### src/rtl/reach_pkg.sv
package reach_pkg;

    typedef enum logic [1:0] {
        PH_IDLE = 2'd0,
        PH_RUN  = 2'd1,
        PH_DUMP = 2'd2
    } reach_phase_e;

    // Compute passes needed so that paths of up to n-1 edges are covered.
    function automatic int pass_count(input int n);
        int m;
        m = $clog2(n - 1);
        return (m == 0) ? 1 : 2 * m - 1;
    endfunction

endpackage

### src/rtl/reach_cell.sv
module reach_cell (
    input  logic acc_q,
    input  logic h_in,
    input  logic v_in,
    input  logic row_home,
    input  logic col_home,
    output logic acc_d,
    output logic h_out,
    output logic v_out
);
    always_comb begin
        acc_d = acc_q | (h_in & v_in);
        h_out = row_home ? acc_d : h_in;
        v_out = col_home ? acc_d : v_in;
    end
endmodule

### src/rtl/reach_seq.sv
module reach_seq
    import reach_pkg::*;
#(
    parameter int N      = 6,
    parameter int PASSES = 5
) (
    input  logic                         clk,
    input  logic                         rst_n,
    input  logic                         start,
    output logic                         load_en,
    output logic                         run_en,
    output logic [$clog2(N)-1:0]         step,
    output logic [$clog2(N*N)-1:0]       dump_idx,
    output logic                         res_valid,
    output logic                         done,
    output logic                         busy
);
    localparam int NN = N * N;
    localparam int SW = $clog2(N);
    localparam int PW = $clog2(PASSES) + 1;
    localparam int IW = $clog2(NN);
    localparam logic [SW-1:0] STEP_LAST = SW'(N - 1);
    localparam logic [PW-1:0] PASS_LAST = PW'(PASSES - 1);
    localparam logic [IW-1:0] IDX_LAST  = IW'(NN - 1);

    typedef struct packed {
        reach_phase_e    phase;
        logic [SW-1:0]   step;
        logic [PW-1:0]   pass;
        logic [IW-1:0]   idx;
    } seq_t;

    seq_t s_d, s_q;

    always_comb begin
        s_d     = s_q;
        load_en = 1'b0;
        case (s_q.phase)
            PH_IDLE: begin
                if (start) begin
                    load_en    = 1'b1;
                    s_d.phase  = PH_RUN;
                    s_d.step   = '0;
                    s_d.pass   = '0;
                end
            end
            PH_RUN: begin
                if (s_q.step == STEP_LAST) begin
                    s_d.step = '0;
                    if (s_q.pass == PASS_LAST) begin
                        s_d.phase = PH_DUMP;
                        s_d.idx   = '0;
                    end else begin
                        s_d.pass = s_q.pass + 1'b1;
                    end
                end else begin
                    s_d.step = s_q.step + 1'b1;
                end
            end
            PH_DUMP: begin
                if (s_q.idx == IDX_LAST) begin
                    s_d.phase = PH_IDLE;
                end else begin
                    s_d.idx = s_q.idx + 1'b1;
                end
            end
            default: s_d.phase = PH_IDLE;
        endcase
    end

    always_ff @(posedge clk) begin
        if (!rst_n) begin
            s_q <= '{phase: PH_IDLE, step: '0, pass: '0, idx: '0};
        end else begin
            s_q <= s_d;
        end
    end

    assign run_en    = (s_q.phase == PH_RUN);
    assign step      = s_q.step;
    assign dump_idx  = s_q.idx;
    assign res_valid = (s_q.phase == PH_DUMP);
    assign done      = (s_q.phase == PH_DUMP) && (s_q.idx == IDX_LAST);
    assign busy      = (s_q.phase != PH_IDLE);
endmodule

### src/rtl/reach_mesh.sv
module reach_mesh
    import reach_pkg::*;
#(
    parameter int N = 6
) (
    input  logic           clk,
    input  logic           rst_n,
    input  logic           start,
    input  logic [N*N-1:0] adj_in,
    output logic           busy,
    output logic           res_valid,
    output logic           res_bit,
    output logic           done
);
    localparam int NN     = N * N;
    localparam int SW     = $clog2(N);
    localparam int IW     = $clog2(NN);
    localparam int PASSES = pass_count(N);

    typedef struct packed {
        logic [NN-1:0] acc;
        logic [NN-1:0] h;
        logic [NN-1:0] v;
    } mesh_t;

    mesh_t mesh_d, mesh_q;

    logic          load_en;
    logic          run_en;
    logic [SW-1:0] step;
    logic [IW-1:0] dump_idx;

    logic [NN-1:0] forced;
    logic [NN-1:0] load_h, load_v;
    logic [NN-1:0] cell_acc_d, cell_h_out, cell_v_out;
    logic [NN-1:0] h_shift, v_shift;
    logic [N-1:0]  row_hit, col_hit;
    logic [NN-1:0] acc_q;

    reach_seq #(.N(N), .PASSES(PASSES)) u_seq (
        .clk       (clk),
        .rst_n     (rst_n),
        .start     (start),
        .load_en   (load_en),
        .run_en    (run_en),
        .step      (step),
        .dump_idx  (dump_idx),
        .res_valid (res_valid),
        .done      (done),
        .busy      (busy)
    );

    // Home tokens: during cycle t of a pass, row t and column t are home.
    for (genvar r = 0; r < N; r++) begin : g_tok
        assign row_hit[r] = run_en && (step == SW'(r));
        assign col_hit[r] = run_en && (step == SW'(r));
    end

    for (genvar i = 0; i < N; i++) begin : g_row
        for (genvar j = 0; j < N; j++) begin : g_col
            localparam int C  = i * N + j;
            localparam int K  = (i + j) % N;
            localparam int CR = i * N + ((j + 1) % N);
            localparam int CD = ((i + 1) % N) * N + j;

            assign forced[C] = adj_in[C] | (i == j);
            assign load_h[C] = forced[i * N + K];
            assign load_v[C] = forced[K * N + j];

            reach_cell u_cell (
                .acc_q    (mesh_q.acc[C]),
                .h_in     (mesh_q.h[C]),
                .v_in     (mesh_q.v[C]),
                .row_home (row_hit[i]),
                .col_home (col_hit[j]),
                .acc_d    (cell_acc_d[C]),
                .h_out    (cell_h_out[C]),
                .v_out    (cell_v_out[C])
            );

            assign h_shift[CR] = cell_h_out[C];
            assign v_shift[CD] = cell_v_out[C];
        end
    end

    always_comb begin
        mesh_d = mesh_q;
        if (load_en) begin
            mesh_d.acc = '0;
            mesh_d.h   = load_h;
            mesh_d.v   = load_v;
        end else if (run_en) begin
            mesh_d.acc = cell_acc_d;
            mesh_d.h   = h_shift;
            mesh_d.v   = v_shift;
        end
    end

    always_ff @(posedge clk) begin
        if (!rst_n) begin
            mesh_q <= '0;
        end else begin
            mesh_q <= mesh_d;
        end
    end

    assign acc_q   = mesh_q.acc;
    assign res_bit = acc_q[dump_idx];
endmodule

### config.mk
export PLATFORM = sky130hd
export DESIGN_NAME = reach_mesh
export DESIGN_NICKNAME = d
export VERILOG_FILES = /design/src/rtl/reach_pkg.sv /design/src/rtl/reach_cell.sv /design/src/rtl/reach_seq.sv /design/src/rtl/reach_mesh.sv
export SDC_FILE = /design/constraint.sdc
export NUM_CORES = 1
export LEC_CHECK = 0
export BUFFER_PORTS_ARGS = -buffer_cell sky130_fd_sc_hd__buf_2
export CORE_ASPECT_RATIO = 0.5
export CORE_MARGIN = 2
export CORE_UTILIZATION = 55
export DETAILED_ROUTE_END_ITERATION = 7
export PLACE_DENSITY = 0.74
export REMOVE_ABC_BUFFERS = 1
export SETUP_SLACK_MARGIN = 0.15
export SLEW_MARGIN = 20
export SYNTH_ARGS = -nofsm -noshare
export SYNTH_HDL_FRONTEND = slang
export SYNTH_SLANG_ARGS = --single-unit
### constraint.sdc
create_clock -name clk -period 3.4 [get_ports clk]
set_input_delay 0.68 -clock clk [delete_from_list [all_inputs] [get_ports clk]]
set_output_delay 0.68 -clock clk [all_outputs]
set_load 0.005 [all_outputs]
==> flow_summary.toml, run 1 <==
[run_status]
status = "completed"

[die]
die_y_um = 77.3
coreArea_um2 = 10300
dieArea_um2 = 11600
num_rows = 26
die_width_um = 151
initial_core_util = 0.571
ios = 43

[power]
p_leak_uw = 0.00233
ir_worst_vdd_mv = 0.322
p_per_area_nw_per_um2 = 581
total_power_uw = 3910

[detailed_routing]
via_per_inst = 6.85
drt-initial-drc-count = 1044
dr.pass1.iters = 5
via_count = 5856
antenna_left = 0
drt-total-wl_mm = 19.5
drc_errors = 0
post_drt_wl_per_cell_um = 22.8

[grt]
grt_max_degree = 81
grt_usage = 0.347
antenna_found_initial = 0
grt.overflow.total = 0
grt_pass1_vias = 5470
grt_pass1_wl_mm = 30.2

[sta]
worstMarginPinSlew_ns = 0.884
period_share = 0.910
slew_headroom = 0.409
slew_violations = 0
fin_crit_ns = 3.09
skew_ns = 0.00946
hold_viol = 0
grt_setup_unrepaired = "false"
fmax_mhz = 323
setup-tns-final_ns = 0
setup-violations-final = 0

[synthesis]
synth_area_leader_cell = "dfxtp_1"
async_flop_share = 0
synth_top_area_frac = 0.417
synth_cell_types = 54
ys_ff_latch = 123
synth_warnings = 0
synth_area_leaders = "dfxtp_1 (42%), a21oi_1 (7.2%), a31oi_1 (4.9%)"
synth.avg_cell_area_um2 = 8.53
yosysSeqAreaShare = 0.417
synth_edf_count = 0
synth_cells = 693
synth_flop_cell = "dfxtp_1"
synth_area_um2 = 5910

[setup_path]
r2r-end = "mesh_q[45]"
crit_fanout = 13
crit_type = "flop to primary output"
crit_end = "res_bit"
rr_startpoint = "u_seq.s_q[14]"
cp-end-kind = "primary output"
arrival_ns = 2.41
startpoint = "u_seq.dump_idx[0]"
r2r_slack_ns = 1.11
worstPathRequired_ns = 2.72
rr_worst_depth = 5
cp-start-kind = "flop"

[placement]
hpwl_mm = 12.1
port_buffers = 36
place_congestion = 0.917

[clock_network]
cts.clk_slew.worst_paths_ns = 0.06
cts_buffer_depth = 2
cts_setup_buffers = 0
h-tree-depth = 4
clock-sinks = 123
cts_buffers = 17
cts-root-buf = "clkbuf_16"
cts_tree = "yes"
worstSkewPairLatency_ns = 0.43

[cells_and_area]
n_antenna_cell = 0
drive_gt1_frac = 0.145
multi_input_area_um2 = 3130
layout_common_cells = "dfxtp_1 (122), a21oi_1 (85), nor2_1 (55)"
syn_to_final_growth_pct = 13.8
fin_nets = 745
final_common_cell = "dfxtp_1"
fillers = 859
seqCellArea_um2 = 2460

[flow_run]
cap_viol_max_count = 0

[hold_path]
hp-class = "flop to flop"
-- per-layer routing --
layer	vias up	share of wire	track usage
li1	2601	-	-
met3	59	0.13	0.117
met1	2770	0.43	0.501
met5	-	0	0
met2	426	0.41	0.471
met4	0	0.029	0.139
-- timing repair --
action                     CTS  global route
gates resized for setup      0             1
setup endpoints to repair    0             1
hold buffers                 0             0
-- flip-flops by register name, indices dropped and copies added (netlist names) --
name / count
u_seq.s_q: 6
acc_q: 36
mesh_q: 72
u_seq.step: 3
u_seq.dump_idx: 6
-- cells in the mapped netlist, types with 2 or more instances --
library cell	instances
nor2_1	56
nand3b_1	5
o2111ai_1	2
nand2_1	46
o21ai_1	43
o211ai_1	4
and3b_1	3
a22o_1	15
nor3_1	8
mux4_2	6
nor3b_1	2
clkbuf_1	23
o21a_1	16
a31oi_1	46
o21ai_0	41
and2_1	3
buf_6	3
a21boi_0	4
mux2i_1	7
a221oi_1	12
inv_1	5
a221oi_2	3
a311oi_1	2
and3_1	4
o21ai_2	3
nand2b_1	2
xnor2_1	2
buf_2	32
o221ai_1	24
a21oi_1	85
nand3_1	8
ha_1	4
dfxtp_1	123
nor2b_1	25
a211oi_1	2
xor2_1	5
or2_1	2
-- how the worst min path moves through the flow --
stage	startpoint	endpoint	depth (start not counted)
3_3_place_gp	mesh_q[15]	mesh_q[15]	2
2_1_floorplan	acc_q[7]	acc_q[7]	2
5_1_grt	adj_in[24]	mesh_q[62]	3
6_report	mesh_q[15]	mesh_q[15]	2
3_5_place_dp	mesh_q[15]	mesh_q[15]	2
4_1_cts	mesh_q[15]	mesh_q[15]	2
-- cell type report --
type	count	share of cell area
Clock inverter	10	0.0205
Inverter	5	0.00279
Timing Repair Buffer	51	0.0454
Tap cell	140	0.0260
Clock buffer	22	0.0735
Multi-Input combinational cell	504	0.465
Sequential cell	123	0.366
-- power breakdown --
| group | internal (µW) | switching (µW) | leakage (µW) |
|---|---|---|---|
| clock network | 1250 | 690 | 0.000296 |
| logic | 134 | 229 | 0.00102 |
| registers | 1520 | 89.9 | 0.00101 |
| total | 2900 | 1010 | 0.00233 |
-- per-stage QoR --
step	utilization	std cells	hold slack (ns)	instance area [µm²]	worst slack [ns]
finish	0.650	855	0.494	6730	0.308
global route	0.650	855	0.540	6730	0.180
CTS	0.650	855	0.495	6720	0.186
detailed placement	0.589	823	0.487	6090	0.643
global placement	0.589	823	0.482	6090	0.710
floorplan	-	632	0.454	5600	0.605
-- critical path, stage by stage (launching register included) --
cell and delay [ns]:
dfxtp_1 0.70, mux4_2 0.59, mux2_2 0.27, a21oi_1 0.16, o31ai_1 0.12, buf_2 0.14
-- cell families (layout without fill, tap and decap cells) --
family                     after synthesis  in the layout  share of synthesized area
AOI/OAI and AO/OA                      309            309                      0.329
and+or+nand+nor                        169            169                      0.141
DFF                                    123            123                      0.417
buffers and inverters                   66             88                     0.0559
muxes                                   15             15                     0.0385
xor gates and xnor gates                 7              7                     0.0104
adders and majority gates                4              4                    0.00847
Power figures use the tool's default switching activity.
==> run 2: changes to the inputs <==
- REMOVE_ABC_BUFFERS: 1 -> not set
==> flow_summary.toml, run 2 (synthesis gave the netlist of run 1 again) <==
[power]
power.share.clock = 0.474
ir_worst_vdd_mv = 0.363
power.switching_fraction = 0.268
total_power_uw = 3750
switchingPower_uw = 1000
p_leak_uw = 0.00230
internal_power_uw = 2740
p_per_area_nw_per_um2 = 562
combPwrFrac = 0.096
seqPwrFrac = 0.430

[clock_network]
cts_resized = 0
cts_tree = "yes"
cts-root-buf = "clkbuf_16"
worstSkewPairLatency_ns = 0.42
clock-sinks = 123
cts.clk_slew.worst_paths_ns = 0.06
cts_buffer_depth = 2
cts_hold_buf = 0
cts_setup_buffers = 0
h-tree-depth = 4
cts_buffers = 17

[sta]
period_share = 0.940
worst_slack_ns = 0.206
slew_headroom = 0.218
worstMarginPinSlew_ns = 1.17
slew_violations = 0
whs_ns = 0.498
fin_crit_ns = 3.19
skew_ns = 0.00810
setup-violations-final = 0
fmax_mhz = 313
setup-tns-final_ns = 0
hold_viol = 0
grt_setup_unrepaired = "false"

[hold_path]
hp-start = "mesh_q[9]"
hp-class = "flop to flop"

[run_status]
status = "completed"

[grt]
grt.overflow.total = 0
grt_usage = 0.345
antenna_found_initial = 0
grt_pass1_wl_mm = 30.4
grt_max_degree = 57
grt_pass1_vias = 5345

[setup_path]
cp-end-kind = "primary output"
rr_startpoint = "u_seq.s_q[14]"
worstPathRequired_ns = 2.72
crit_fanout = 13
arrival_ns = 2.51
cp-start-kind = "flop"
startpoint = "u_seq.dump_idx[0]"
crit_type = "flop to primary output"

[cells_and_area]
n_antenna_cell = 0
syn_to_final_growth_pct = 12.7
drive_gt1_frac = 0.143
final_cells = 855
final_common_cell = "dfxtp_1"
layout_common_cells = "dfxtp_1 (122), a21oi_1 (85), nor2_1 (55)"
largest-register = "mesh_q"
fin_nets = 745
largest_register_ffs = 72

[detailed_routing]
drt-initial-drc-count = 793
dr.pass1.iters = 5
antenna_left = 0
post_drt_wl_per_cell_um = 23.0
via_count = 5915
via_per_inst = 6.92
drc_errors = 0
drt-total-wl_mm = 19.7

[placement]
numPlacedInstances = 823
post-place-ws_ns = 0.628
place_congestion = 0.903
port_buffers = 36
hpwl_mm = 12.3

[die]
dieArea_um2 = 11600
ios = 43
initial_core_util = 0.571
die_y_um = 77.3
coreArea_um2 = 10300
die_width_um = 151
num_rows = 26

[synthesis]
synth_nets = 736

[flow_run]
cap_viol_max_count = 0
## run 2: path summary, 6_finish.rpt
path	endpoint	slack, ns	depth (start not counted)
max	res_bit	0.21	5
min reg2reg	mesh_q[9]	0.50	2
max reg2reg	mesh_q[15]	0.97	6
min	mesh_q[9]	0.50	2
## run 2: critical path: stages (launching register included)
cell     delay (ns)
dfxtp_1        0.70
mux4_2         0.59
mux2_2         0.27
a21oi_1        0.21
o31ai_1        0.16
buf_2          0.16
## run 2: area by class of cell
type                            instances  area, µm²
Clock buffer                           20        447
Clock inverter                         12        124
Fill cell                             872       3680
Inverter                                5       18.8
Multi-Input combinational cell        504       3130
Sequential cell                       123       2460
Tap cell                              140        175
Timing Repair Buffer                   51        305
## run 2: per-layer routing
metal,share of wire,global-route usage,vias to the layer above
met5,0,0,-
met4,0.027,0.112,0
met3,0.14,0.116,59
met2,0.42,0.492,462
met1,0.41,0.489,2790
li1,-,-,2604
## run 2: stage by stage
step / instance area (µm²) / util
2_1_floorplan: 5910 / -
3_3_place_gp: 6090 / 0.589
3_5_place_dp: 6090 / 0.589
4_1_cts: 6660 / 0.644
5_1_grt: 6660 / 0.644
6_report: 6660 / 0.644
## run 2: power by group through the flow
stage | Combinational (µW) | Sequential [µW] | Clock (µW)
global route | 388 | 1620 | 1840
floorplan | 247 | 1600 | 0
global placement | 340 | 1630 | 0
detailed placement | 345 | 1630 | 0
CTS | 348 | 1600 | 1770
finish | 361 | 1610 | 1780
==> run 3: changes to the inputs <==
- clock period: 3.4 -> 3.5 ns (I/O delays scaled with it)
==> flow_summary.toml, run 3 (synthesis gave the netlist of run 1 again) <==
[run_status]
status = "completed"

[setup_path]
slowest_stage = "dfxtp_1"
cp_top_family = "flip-flops"
cp-end-kind = "primary output"
crit_fanout = 13
crit_type = "flop to primary output"
critPathMaxStageDelay_ns = 0.72
arrival_ns = 2.52
path_cells = "mux2i_1, mux4_2, nor2_1, a311oi_1, o31ai_1, buf_2"
cp.buffers_inverters = 1
worstPathRequired_ns = 2.80
cp-start-kind = "flop"

[placement]
hpwl_mm = 12.2
place_congestion = 0.899
port_buffers = 36
post-place-ws_ns = 0.743

[sta]
setup-violations-final = 0
slew_headroom = 0.403
grt_setup_unrepaired = "false"
period_share = 0.919
fin_crit_ns = 3.22
setup-tns-final_ns = 0
fmax_mhz = 311
hold_viol = 0
slew_violations = 0
skew_ns = 0.00707
worstMarginPinSlew_ns = 0.892
worst_slack_ns = 0.284
whs_ns = 0.498

[detailed_routing]
drt-initial-drc-count = 839
drc_errors = 0
via_per_inst = 6.91
antenna_left = 0
dr.pass1.iters = 5
post_drt_wl_per_cell_um = 22.9
drt-total-wl_mm = 19.5
via_count = 5890

[cells_and_area]
syn_to_final_growth_pct = 13.1
largest-register = "mesh_q"
n_antenna_cell = 0
layout_common_cells = "dfxtp_1 (123), a21oi_1 (85), nor2_1 (55)"
largest_register_ffs = 72
drive_gt1_frac = 0.140
final_common_cell = "dfxtp_1"
fin_nets = 743

[clock_network]
worstSkewPairLatency_ns = 0.42
cts_buffers = 17
cts_setup_buffers = 0
cts_tree = "yes"
h-tree-depth = 4
cts-root-buf = "clkbuf_16"
cts_hold_buf = 0
cts_resized = 0
cts_buffer_depth = 2
cts.clk_slew.worst_paths_ns = 0.05
clock-sinks = 123

[power]
p_leak_uw = 0.00232
p_per_area_nw_per_um2 = 557
ir_worst_vdd_mv = 0.350

[grt]
grt_usage = 0.346
grt.overflow.total = 0
antenna_found_initial = 0
grt_pass1_wl_mm = 30.2
grt_pass1_vias = 5324
grt_max_degree = 49

[die]
initial_core_util = 0.571
die_y_um = 77.3
num_rows = 26
die_width_um = 151
coreArea_um2 = 10300
dieArea_um2 = 11600
ios = 43

[synthesis]
synth_nets = 736

[hold_path]
hp-class = "flop to flop"

[flow_run]
cap_viol_max_count = 0
==> run 3: area by class of cell <==
type	instances	area, µm²
Fill cell	871	3660
Multi-Input combinational cell	504	3130
Sequential cell	123	2460
Clock buffer	25	526
Timing Repair Buffer	49	290
Tap cell	140	175
Clock inverter	6	82.6
Inverter	5	18.8
==> run 3: worst reg2reg max path, stage by stage (launching register included) <==
cell and delay (ns):
dfxtp_1 0.53, nand3b_1 0.70, nor3_4 0.51, o2111ai_1 0.21
xor2_1 0.20, nor2_1 0.05
==> run 3: power breakdown <==
| part | leakage [µW] | internal [µW] | switching (µW) | total [µW] |
|---|---|---|---|---|
| clock | 0.000301 | 1170 | 639 | 1810 |
| combinational | 0.00101 | 128 | 219 | 347 |
| sequential | 0.00101 | 1470 | 90.1 | 1560 |
| total | 0.00232 | 2780 | 949 | 3720 |
==> run 3: metal layers <==
| metal | GRT usage | vias to the layer above | part of all wire |
|---|---|---|---|
| met5 | 0 | - | 0 |
| met4 | 0.126 | 0 | 0.019 |
| met3 | 0.0875 | 46 | 0.14 |
| met2 | 0.475 | 448 | 0.41 |
| met1 | 0.517 | 2785 | 0.43 |
| li1 | - | 2611 | - |
==> run 3: per-stage QoR <==
step,utilization,power (µW),instances,instance area [µm²]
finish,0.646,3720,852,6690
global route,0.646,3820,852,6690
CTS,0.646,3690,852,6690
detailed placement,0.587,1920,821,6080
global placement,0.587,1910,821,6080
floorplan,-,1790,693,5910
==> run 3: final timing paths <==
kind / slack (ns) / end / cells after the start / from
worst max-delay path: 0.28 / res_bit / 6 / u_seq.dump_idx[1]
worst min-delay path: 0.50 / mesh_q[15] / 2 / mesh_q[15]
worst max register to register: 1.20 / u_seq.dump_idx[5] / 5 / u_seq.step[0]
worst min register to register: 0.50 / mesh_q[15] / 2 / mesh_q[15]
